## config.mk

```make
export PLATFORM = sky130hd
export DESIGN_NAME = vic16_ctrl
export DESIGN_NICKNAME = d
export VERILOG_FILES = /design/src/rtl/vic16_pkg.sv /design/src/rtl/vic16_prio.sv /design/src/rtl/vic16_ack.sv /design/src/rtl/vic16_bank.sv /design/src/rtl/vic16_ctrl.sv
export SDC_FILE = /design/constraint.sdc
export NUM_CORES = 1
export LEC_CHECK = 0
export ABC_CLOCK_PERIOD_IN_PS = 2100
export CORE_MARGIN = 8
export CORE_UTILIZATION = 32
export DETAILED_ROUTE_END_ITERATION = 12
export DONT_BUFFER_PORTS = 1
export GPL_TIMING_DRIVEN = 0
export PLACE_DENSITY_LB_ADDON = 0.15
export SLEW_MARGIN = 20
export SYNTH_ARGS = -nofsm -noshare
export SYNTH_HDL_FRONTEND = slang
export SYNTH_SLANG_ARGS = --single-unit
```

## constraint.sdc

```tcl
create_clock -name clk -period 2.1 [get_ports clk]
set_input_delay 0.105 -clock clk [delete_from_list [all_inputs] [get_ports clk]]
set_output_delay 0.105 -clock clk [all_outputs]
set_load 0.02 [all_outputs]
```

## src/rtl/vic16_pkg.sv

```systemverilog
`timescale 1ns/1ps
// Shared constants for the sixteen-channel interrupt controller.
// Assumes a byte-wide register port; channel count is tied to two bytes.
package vic16_pkg;
    localparam int NCH      = 16;
    localparam int IDXW     = $clog2(NCH);
    localparam int BYTEW    = 8;
    localparam int ADRW     = 4;
    localparam int SOFT_BIT = 3;

    localparam logic [ADRW-1:0] ADR_EN_HI   = 4'h0;
    localparam logic [ADRW-1:0] ADR_EN_LO   = 4'h1;
    localparam logic [ADRW-1:0] ADR_PND_HI  = 4'h2;
    localparam logic [ADRW-1:0] ADR_PND_LO  = 4'h3;
    localparam logic [ADRW-1:0] ADR_SRV_HI  = 4'h4;
    localparam logic [ADRW-1:0] ADR_SRV_LO  = 4'h5;
    localparam logic [ADRW-1:0] ADR_MSK_HI  = 4'h6;
    localparam logic [ADRW-1:0] ADR_MSK_LO  = 4'h7;
    localparam logic [ADRW-1:0] ADR_VEC     = 4'h8;
endpackage

```

## src/rtl/vic16_prio.sv

```systemverilog
`timescale 1ns/1ps
// Fixed-priority resolver: the highest-index channel that is pending,
// unmasked and not at/below an in-service channel wins.
// Assumes isr is all zero in automatic end-of-interrupt mode.
module vic16_prio #(
    parameter int NCH  = 16,
    parameter int IDXW = $clog2(NCH)
) (
    input  logic [NCH-1:0]  pend_i,
    input  logic [NCH-1:0]  mask_i,
    input  logic [NCH-1:0]  isr_i,
    output logic            req_o,
    output logic [IDXW-1:0] idx_o
);
    logic [NCH-1:0] blk;
    logic [NCH-1:0] elig;

    // blocking chain: a channel is held off by any in-service bit at or above it
    assign blk[NCH-1] = isr_i[NCH-1];
    for (genvar g = NCH - 2; g >= 0; g--) begin : g_blk
        assign blk[g] = blk[g+1] | isr_i[g];
    end

    assign elig  = pend_i & mask_i & ~blk;
    assign req_o = |elig;

    // encoder: later (higher) indices overwrite earlier ones
    always_comb begin
        idx_o = '0;
        for (int i = 0; i < NCH; i++) begin
            if (elig[i]) idx_o = IDXW'(i);
        end
    end
endmodule

```

## src/rtl/vic16_ack.sv

```systemverilog
`timescale 1ns/1ps
// Acknowledge sequencer: freezes the winner on the first acknowledge edge,
// passes the vector once the chain enable is low, holds it until release.
// Assumes ack_n_i and chain_in_n_i are synchronous to clk.
module vic16_ack #(
    parameter int IDXW = 4
) (
    input  logic            clk,
    input  logic            rst_n,
    input  logic            ack_n_i,
    input  logic            chain_in_n_i,
    input  logic            live_req_i,
    input  logic [IDXW-1:0] live_idx_i,
    output logic            pass_o,
    output logic [IDXW-1:0] frz_idx_o,
    output logic            dack_o,
    output logic            have_o
);
    logic ack_q;
    logic frz_v;
    logic done;
    logic frozen;

    assign frozen = ~ack_n_i & ~ack_q;
    assign pass_o = frozen & ~chain_in_n_i & frz_v & ~done;
    assign dack_o = done & ~ack_n_i;
    assign have_o = frozen ? frz_v : live_req_i;

    // sequence state: capture on entry, mark done on pass, drop on release
    always_ff @(posedge clk) begin
        if (!rst_n) begin
            ack_q     <= 1'b1;
            frz_v     <= 1'b0;
            frz_idx_o <= '0;
            done      <= 1'b0;
        end else begin
            ack_q <= ack_n_i;
            if (ack_n_i) begin
                frz_v <= 1'b0;
                done  <= 1'b0;
            end else if (ack_q) begin
                frz_v     <= live_req_i;
                frz_idx_o <= live_idx_i;
            end else if (pass_o) begin
                done <= 1'b1;
            end
        end
    end
endmodule

```

## src/rtl/vic16_bank.sv

```systemverilog
`timescale 1ns/1ps
// Channel state bank: enable, pending, mask, in-service and vector register,
// with clear-only writes to pending and in-service.
// Assumes at most one register write per cycle.
module vic16_bank
    import vic16_pkg::*;
(
    input  logic             clk,
    input  logic             rst_n,
    input  logic [NCH-1:0]   evt_i,
    input  logic             wr_i,
    input  logic [ADRW-1:0]  addr_i,
    input  logic [BYTEW-1:0] wdata_i,
    input  logic             pass_i,
    input  logic [IDXW-1:0]  pass_idx_i,
    output logic [NCH-1:0]   en_o,
    output logic [NCH-1:0]   pend_o,
    output logic [NCH-1:0]   mask_o,
    output logic [NCH-1:0]   isr_o,
    output logic [BYTEW-1:0] vr_o
);
    logic [NCH-1:0]   en_n, pend_n, mask_n, isr_n;
    logic [NCH-1:0]   pclr, iclr, pass_oh;
    logic [BYTEW-1:0] vr_n;

    // next-state: register writes, events, vector pass
    always_comb begin
        en_n    = en_o;
        mask_n  = mask_o;
        vr_n    = vr_o;
        pclr    = '1;
        iclr    = '1;
        pass_oh = '0;
        if (pass_i) pass_oh[pass_idx_i] = 1'b1;
        if (wr_i) begin
            case (addr_i)
                ADR_EN_HI:  en_n[NCH-1:BYTEW]   = wdata_i;
                ADR_EN_LO:  en_n[BYTEW-1:0]     = wdata_i;
                ADR_PND_HI: pclr[NCH-1:BYTEW]   = wdata_i;
                ADR_PND_LO: pclr[BYTEW-1:0]     = wdata_i;
                ADR_SRV_HI: iclr[NCH-1:BYTEW]   = wdata_i;
                ADR_SRV_LO: iclr[BYTEW-1:0]     = wdata_i;
                ADR_MSK_HI: mask_n[NCH-1:BYTEW] = wdata_i;
                ADR_MSK_LO: mask_n[BYTEW-1:0]   = wdata_i;
                ADR_VEC:    vr_n = {wdata_i[BYTEW-1:SOFT_BIT], {SOFT_BIT{1'b0}}};
                default:    ;
            endcase
        end
        pend_n = ((pend_o & pclr & ~pass_oh) | evt_i) & en_n;
        isr_n  = vr_n[SOFT_BIT] ? ((isr_o & iclr) | pass_oh) : '0;
    end

    // state registers
    always_ff @(posedge clk) begin
        if (!rst_n) begin
            en_o   <= '0;
            pend_o <= '0;
            mask_o <= '0;
            isr_o  <= '0;
            vr_o   <= '0;
        end else begin
            en_o   <= en_n;
            pend_o <= pend_n;
            mask_o <= mask_n;
            isr_o  <= isr_n;
            vr_o   <= vr_n;
        end
    end
endmodule

```

## src/rtl/vic16_ctrl.sv

```systemverilog
`timescale 1ns/1ps
// Top of the sixteen-channel prioritized vectored interrupt controller.
// Ties the state bank, resolver and acknowledge sequencer together and
// produces the request, chain and vector outputs plus register readback.
// Assumes register accesses and acknowledge do not overlap on the bus.
module vic16_ctrl
    import vic16_pkg::*;
(
    input  logic             clk,
    input  logic             rst_n,
    input  logic [NCH-1:0]   evt_i,
    input  logic             reg_wr_i,
    input  logic [ADRW-1:0]  reg_addr_i,
    input  logic [BYTEW-1:0] reg_wdata_i,
    output logic [BYTEW-1:0] reg_rdata_o,
    input  logic             ack_n_i,
    input  logic             chain_in_n_i,
    output logic             chain_out_n_o,
    output logic             irq_n_o,
    output logic             dack_o,
    output logic [BYTEW-1:0] vec_o
);
    logic [NCH-1:0]   en_q, pend_q, mask_q, isr_q;
    logic [BYTEW-1:0] vr_q;
    logic             req;
    logic [IDXW-1:0]  win_idx, frz_idx;
    logic             pass, have;

    vic16_bank i_bank (
        .clk(clk), .rst_n(rst_n), .evt_i(evt_i),
        .wr_i(reg_wr_i), .addr_i(reg_addr_i), .wdata_i(reg_wdata_i),
        .pass_i(pass), .pass_idx_i(frz_idx),
        .en_o(en_q), .pend_o(pend_q), .mask_o(mask_q), .isr_o(isr_q), .vr_o(vr_q)
    );

    vic16_prio #(.NCH(NCH), .IDXW(IDXW)) i_prio (
        .pend_i(pend_q), .mask_i(mask_q), .isr_i(isr_q),
        .req_o(req), .idx_o(win_idx)
    );

    vic16_ack #(.IDXW(IDXW)) i_ack (
        .clk(clk), .rst_n(rst_n), .ack_n_i(ack_n_i), .chain_in_n_i(chain_in_n_i),
        .live_req_i(req), .live_idx_i(win_idx),
        .pass_o(pass), .frz_idx_o(frz_idx), .dack_o(dack_o), .have_o(have)
    );

    assign irq_n_o       = ~(req & ack_n_i);
    assign chain_out_n_o = chain_in_n_i | have;
    assign vec_o         = dack_o ? {vr_q[BYTEW-1:IDXW], frz_idx} : '0;

    // register readback mux
    always_comb begin
        case (reg_addr_i)
            ADR_EN_HI:  reg_rdata_o = en_q[NCH-1:BYTEW];
            ADR_EN_LO:  reg_rdata_o = en_q[BYTEW-1:0];
            ADR_PND_HI: reg_rdata_o = pend_q[NCH-1:BYTEW];
            ADR_PND_LO: reg_rdata_o = pend_q[BYTEW-1:0];
            ADR_SRV_HI: reg_rdata_o = isr_q[NCH-1:BYTEW];
            ADR_SRV_LO: reg_rdata_o = isr_q[BYTEW-1:0];
            ADR_MSK_HI: reg_rdata_o = mask_q[NCH-1:BYTEW];
            ADR_MSK_LO: reg_rdata_o = mask_q[BYTEW-1:0];
            ADR_VEC:    reg_rdata_o = vr_q;
            default:    reg_rdata_o = '0;
        endcase
    end
endmodule

```

==> After elaboration in Yosys (flattened, before gate mapping) <==
Index checks and enable logic that the tools add are counted.
{ "word_totals": {"input_bits": 33, "ff_bits": 76, "elab_cells": 101, "out_inout_bits": 19} }
{ "classes": {"n_mux": 32, "reduce_logical": 10, "eq_ne": 8, "n_lt_le_gt_ge": 2, "bitwise": 38} }
{ "op_table": {"columns": ["cell", "count"], "rows": [
  ["16-bit AND", 6],
  ["8-bit one-hot mux with 9 select lines", 1],
  ["16-bit two-way mux", 4],
  ["8-bit two-way mux", 7],
  ["4-bit two-way mux", 10],
  ["16-bit NOT", 2],
  ["16-bit bitwise OR", 2],
  ["4-bit by 3-bit equality test with 1-bit output, second input constant", 4],
  ["1-bit bitwise OR", 16],
  ["16-bit OR reduction", 1],
  ["3-bit two-way mux", 4],
  ["2-bit AND reduction", 6],
  ["4-bit by 2-bit equality test with 1-bit output, second input constant", 2],
  ["1-bit AND", 6],
  ["1-bit NOT", 6],
  ["4-bit by 5-bit less-than comparator with 1-bit output, second input constant", 1],
  ["1-bit demux with 4-bit select", 1],
  ["4-bit by 1-bit equality test with 1-bit output, second input constant", 1],
  ["4-bit equality test, second input constant", 1],
  ["4-bit by 1-bit >= comparator with 1-bit output, second input constant", 1],
  ["4-bit logical NOT", 1],
  ["2-bit two-way mux", 2],
  ["1-bit two-way mux", 3],
  ["2-bit OR reduction", 1],
  ["1-bit logical AND", 1]
]} }

==> Longest topological paths before layout <==
{ "logic_depth": {"depth_word": 32, "depth_mapped": 8, "mapped_depth_nobuf": 5} }

==> Hierarchy <==
From an unflattened synthesis, not the netlist that was laid out.
{ "unflattened": {"cells_unflattened": 481, "hier_area_um2": 4329.2} }
{ "modules_own_cells": {"columns": ["mod", "cells_per_inst", "seq_area_each_um2", "area_per_inst_um2", "instances"], "rows": [
  ["vic16_bank", 276, 1381.3, 2762.6, 1],
  ["vic16_ctrl", 114, 0.0, 894.6, 1],
  ["vic16_prio", 64, 0.0, 381.6, 1],
  ["vic16_ack", 27, 140.1, 290.3, 1]
]} }

==> Worst setup path before layout <==
OpenSTA, ideal clock, no wires.
{ "synth_path": {"path_type": "register -> output", "from": "reg i_bank.isr_o[15]", "to": "out chain_out_n_o", "path_buffers": 0, "path_slack_ns": 0.214, "path_stages_with_launch": 6, "arrival_ns": 1.781, "cell_sequence": "dfxtp_1 -> or4_4 -> and2b_1 -> o2111ai_1 -> nand3_1 -> a2bb2oi_1"} }
{ "synth_between": {"elab_chain_len": 20} }
{ "synth_rtl": {"columns": ["element", "line_no", "rtl"], "rows": [
  ["start, declared", "vic16_bank.sv:19", "output logic [NCH-1:0] isr_o,"],
  ["start signal, assigned", "vic16_bank.sv:65", "isr_o <= isr_n;"],
  ["1-bit bitwise OR (15 in a row)", "vic16_prio.sv:21", "assign blk[g] = blk[g+1] | isr_i[g];"],
  ["16-bit NOT (*)", "vic16_prio.sv:24", "assign elig = pend_i & mask_i & ~blk;"],
  ["16-bit AND (*)", "vic16_prio.sv:24", null],
  ["16-bit OR reduction (*)", "vic16_prio.sv:25", "assign req_o = |elig;"],
  ["1-bit two-way mux (*)", "vic16_ack.sv:27", "assign have_o = frozen ? frz_v : live_req_i;"],
  ["1-bit bitwise OR (*)", "vic16_ctrl.sv:48", "assign chain_out_n_o = chain_in_n_i | have;"],
  ["end, declared", "vic16_ctrl.sv:18", "output logic chain_out_n_o,"]
]} }
Every way passes the cells marked *; elsewhere a longest branch is shown, timed or not.

==> Worst setup path in the final report <==
{ "layout_path": {"from": "reg i_bank.isr_o[12]", "to": "out chain_out_n_o"} }
{ "layout_between": {"elab_chain_len": 18} }
{ "layout_rtl": {"columns": ["element", "line_no"], "rows": [
  ["1-bit bitwise OR (*)", "vic16_prio.sv:21"],
  ["1-bit bitwise OR (12 in a row)", "vic16_prio.sv:21"],
  ["16-bit NOT (*)", "vic16_prio.sv:24"],
  ["16-bit AND (*)", "vic16_prio.sv:24"],
  ["16-bit OR reduction (*)", "vic16_prio.sv:25"],
  ["1-bit two-way mux (*)", "vic16_ack.sv:27"],
  ["1-bit bitwise OR (*)", "vic16_ctrl.sv:48"]
]} }
Marks and branches as above.

==> impl_results.md <==
* Status: finished, violations left
* Failing checks: setup timing
* First-pass GRT wire length at 23,900 um
* Fmax achieved at 456 MHz
* Worst path required time at 2.00 ns
* Clk buf depth at 2
* HP Class: input port to flop
* Fraction of registers with async set/reset at 0%
* Slew HR at 47.1%
* # diodes at 0
* Dpl cell area at 4340 um^2
* CTS sink cnt at 76
* Die Area at 16,800 um^2
* Starting Density at 32.7%
* Slew @ Worst Pin at 0.794 ns
* Synth Register Bits at 76
* Routed Wire Length at 16,300 um
* Hold-critical path depth at 2
* Largest family of logic cells by synthesized area: simple AND/OR/NAND/NOR gates
* DIE WIDTH at 129 um
* Pin count of the biggest net entering global routing at 13
* Post-synthesis xor/xnor area fraction at 0%
* Mean post-synth cell area at 8.60 um^2
* Fillers at 1,298
* WL/cell at 23.4 um
* Count of final hold-check violations at 0
* Synth Instances at 479
* Worst setup SP type: flop
* Post-Synth Simple-Gate Area at 26.3%
* Synthesized cell area at 4120 um^2
* Register area share after synthesis at 36.9%
* Vias per cell at 5.55
* Setup violations, final at 2
* CTS clk-pin slew, worst paths at 0.06 ns
* Worst-Skew Late Latency at 0.34 ns
* Final ANT Viol Nets at 0
* GPL Wtd Cong at 0.908
* Core area at 12,600 um^2
* Row count at 41
* Mapped Nets at 512
* TritonCTS clock tree: done
* Post-synth EDFFs at 0
* Critical path start-end classification: flop to primary output
* Pre-antenna DRT Iters at 5
* Design area at 5090 um^2
* Adder-cell area share of the yosys netlist at 0%
* Remaining global-route overflow at 0
* I/O Pins at 52
* Cts bufs inserted at 9
* Cell variety after synth at 56
* Initial antenna violation count at 0
* Post-synthesis mux area share at 11.2%
* RSZ-0062 raised after global routing: yes
* Reg2reg path depth at 5
* WHS at 0.0260 ns
* Max-cap viol count at 0
* Cells after DPL at 651
* Post-DP HPWL at 11,600 um
* Vias post-DR at 3,868
* Post-synthesis compound-gate area fraction at 22.8%
* DIE HEIGHT at 129 um
* Final Net Count at 553
* Total GRT Usage at 19.6%
* Crit. End Element: primary output
* PwrDens at 667 nW/um^2
* 1st-iter DRT viols at 387
* Number of remaining DRC errors at 0
* Peak VDD IR at 0.400 mV
* Final worst-path cycle share at 104%
* Main synth FF type: dfxtp_1
* Max-slew violations at 0
* Period minus WS final at 2.19 ns
* Pleak at 1.79 nW
* Root buffer cell: clkbuf_16
* Arrival @ worst endpoint at 2.09 ns
* Final instance count without filler cells at 697
* Yosys warns at 0
* CP max FO at 5
* Vias in the first global route at 3,768
* Post-route setup slack at -0.0931 ns
* Share of cells above drive strength 1 at 11.2%
* H-tree depth at 3
* PortBufs at 0
* P&R area growth vs syn at 23.4%
* Clock Skew at 0.00574 ns
==> registers in the layout (all words and copies together), names as in the netlist <==
register	cells
i_ack.frz_idx_o	4
i_bank.mask_o	16
i_ack.frz_v	1
i_bank.pend_o	16
i_bank.isr_o	16
i_bank.vr_o	5
i_ack.done	1
i_ack.ack_q	1
i_bank.en_o	16
==> cell type report <==
cell class	instances	area (um^2)	share of cell area, %
clock inverters	4	47.5	0.935
multi-input cells	375	2630	51.6
flip-flops and latches	76	1530	30.0
well taps	172	215	4.23
clock buffers	12	256	5.04
plain buffers	26	108	2.12
inverters	1	3.75	0.0738
repair buffers	31	303	5.95
==> final timing paths <==
check,startpoint,end,slack [ns]
max,i_bank.isr_o[12]$_SDFF_PN0_,chain_out_n_o,-0.09
min,rst_n,i_ack.frz_idx_o[0]$_SDFFE_PN0P_,0.03
max reg2reg,i_bank.isr_o[12]$_SDFF_PN0_,i_ack.frz_idx_o[1]$_SDFFE_PN0P_,0.13
min reg2reg,i_bank.isr_o[12]$_SDFF_PN0_,i_bank.isr_o[12]$_SDFF_PN0_,0.51
==> power by group <==
group	total [mW]	switching [mW]	internal, mW
Combinational	0.302	0.185	0.117
Clock	1.61	0.633	0.982
Sequential	1.48	0.0166	1.46
Total	3.39	0.834	2.56
==> worst max-delay path: stages, from the launching register on <==
cell and delay [ns]:
dfxtp_2 0.34, or4_4 0.59, and2b_4 0.34, o2111ai_4 0.14, nand3_4 0.12, a2bb2oi_4 0.21
==> cell usage after synthesis, types with 2 or more instances <==
cell	instances	area share, %
dfxtp_1	76	37
nor2b_1	52	7.9
o21ai_0	44	5.3
nand2_1	40	3.6
mux2i_1	36	8.7
a21oi_1	32	3.9
clkbuf_1	19	1.7
nand3b_1	15	2.7
a22oi_1	14	2.6
nor2_1	14	1.3
nand3_1	12	1.5
a31oi_1	11	1.7
and2_1	11	1.7
nand2b_1	11	1.7
mux2_2	9	2.5
o21a_1	8	1.5
buf_2	7	0.85
a22o_1	5	1.1
nor3_1	5	0.61
a21boi_0	4	0.73
a211o_1	3	0.64
a211oi_1	3	0.55
a221o_1	3	0.73
a221oi_1	3	0.64
nor4bb_1	3	0.73
o211a_1	3	0.73
a2111oi_0	2	0.43
and4bb_2	2	0.61
nor2_2	2	0.30
nor3b_1	2	0.36
o211ai_1	2	0.36
or3_1	2	0.30
==> logic make-up after synthesis <==
family | Yosys count
DFF | 76
and+or+nand+nor | 184
muxes | 45
buffers and inverters | 28
AOI/OAI and AO/OA | 146
==> metrics by stage <==
stage / power (mW) / TNS [ns] / util [%] / setup slack (ns)
3_3_place_gp: 1.74 / -3.55 / 34.4 / -0.299
5_1_grt: 3.49 / -0.214 / 40.3 / -0.118
4_1_cts: 3.39 / -0.103 / 40.0 / -0.103
3_5_place_dp: 1.74 / -4.03 / 34.4 / -0.327
2_1_floorplan: 1.66 / 0 / - / 0.214
6_report: 3.39 / -0.166 / 40.3 / -0.0931
==> layout by cell type (no fill, tap or decap), types with 5 or more instances in the layout <==
cell type | Yosys | final
and2_1 | 11 | 11
dfxtp_1 | 76 | 72
o21a_1 | 8 | 8
nor2_1 | 14 | 14
nand3_1 | 12 | 11
nand2_1 | 40 | 39
nand3b_1 | 15 | 15
nand2b_1 | 11 | 11
nor3_1 | 5 | 5
dlygate4sd3_1 | 0 | 28
a22o_1 | 5 | 5
a22oi_1 | 14 | 14
o21ai_0 | 44 | 36
clkbuf_16 | 0 | 9
o21ai_1 | 0 | 7
a21oi_1 | 32 | 32
nor2b_1 | 52 | 52
buf_2 | 7 | 7
a31oi_1 | 11 | 11
mux2i_1 | 36 | 36
clkbuf_1 | 19 | 18
mux2_2 | 9 | 9
==> routing by layer <==
layer  global-route usage [%]  up-vias  routed length (um)
met3                     3.53       20                1080
met1                     25.9     1854                7470
li1                         -     1839                   -
met2                     30.9      155                7460
met4                     7.58        0                 318
met5                        0        -                   0
==> timing repair <==
item,CTS,global route
hold endpoints to repair,55,0
pin swaps,3,1
setup buffers,2,1
gates cloned,0,0
hold buffers,28,0
endpoints found under the setup margin,16,11
gates resized for setup,29,7
Power figures use the tool's default switching activity.
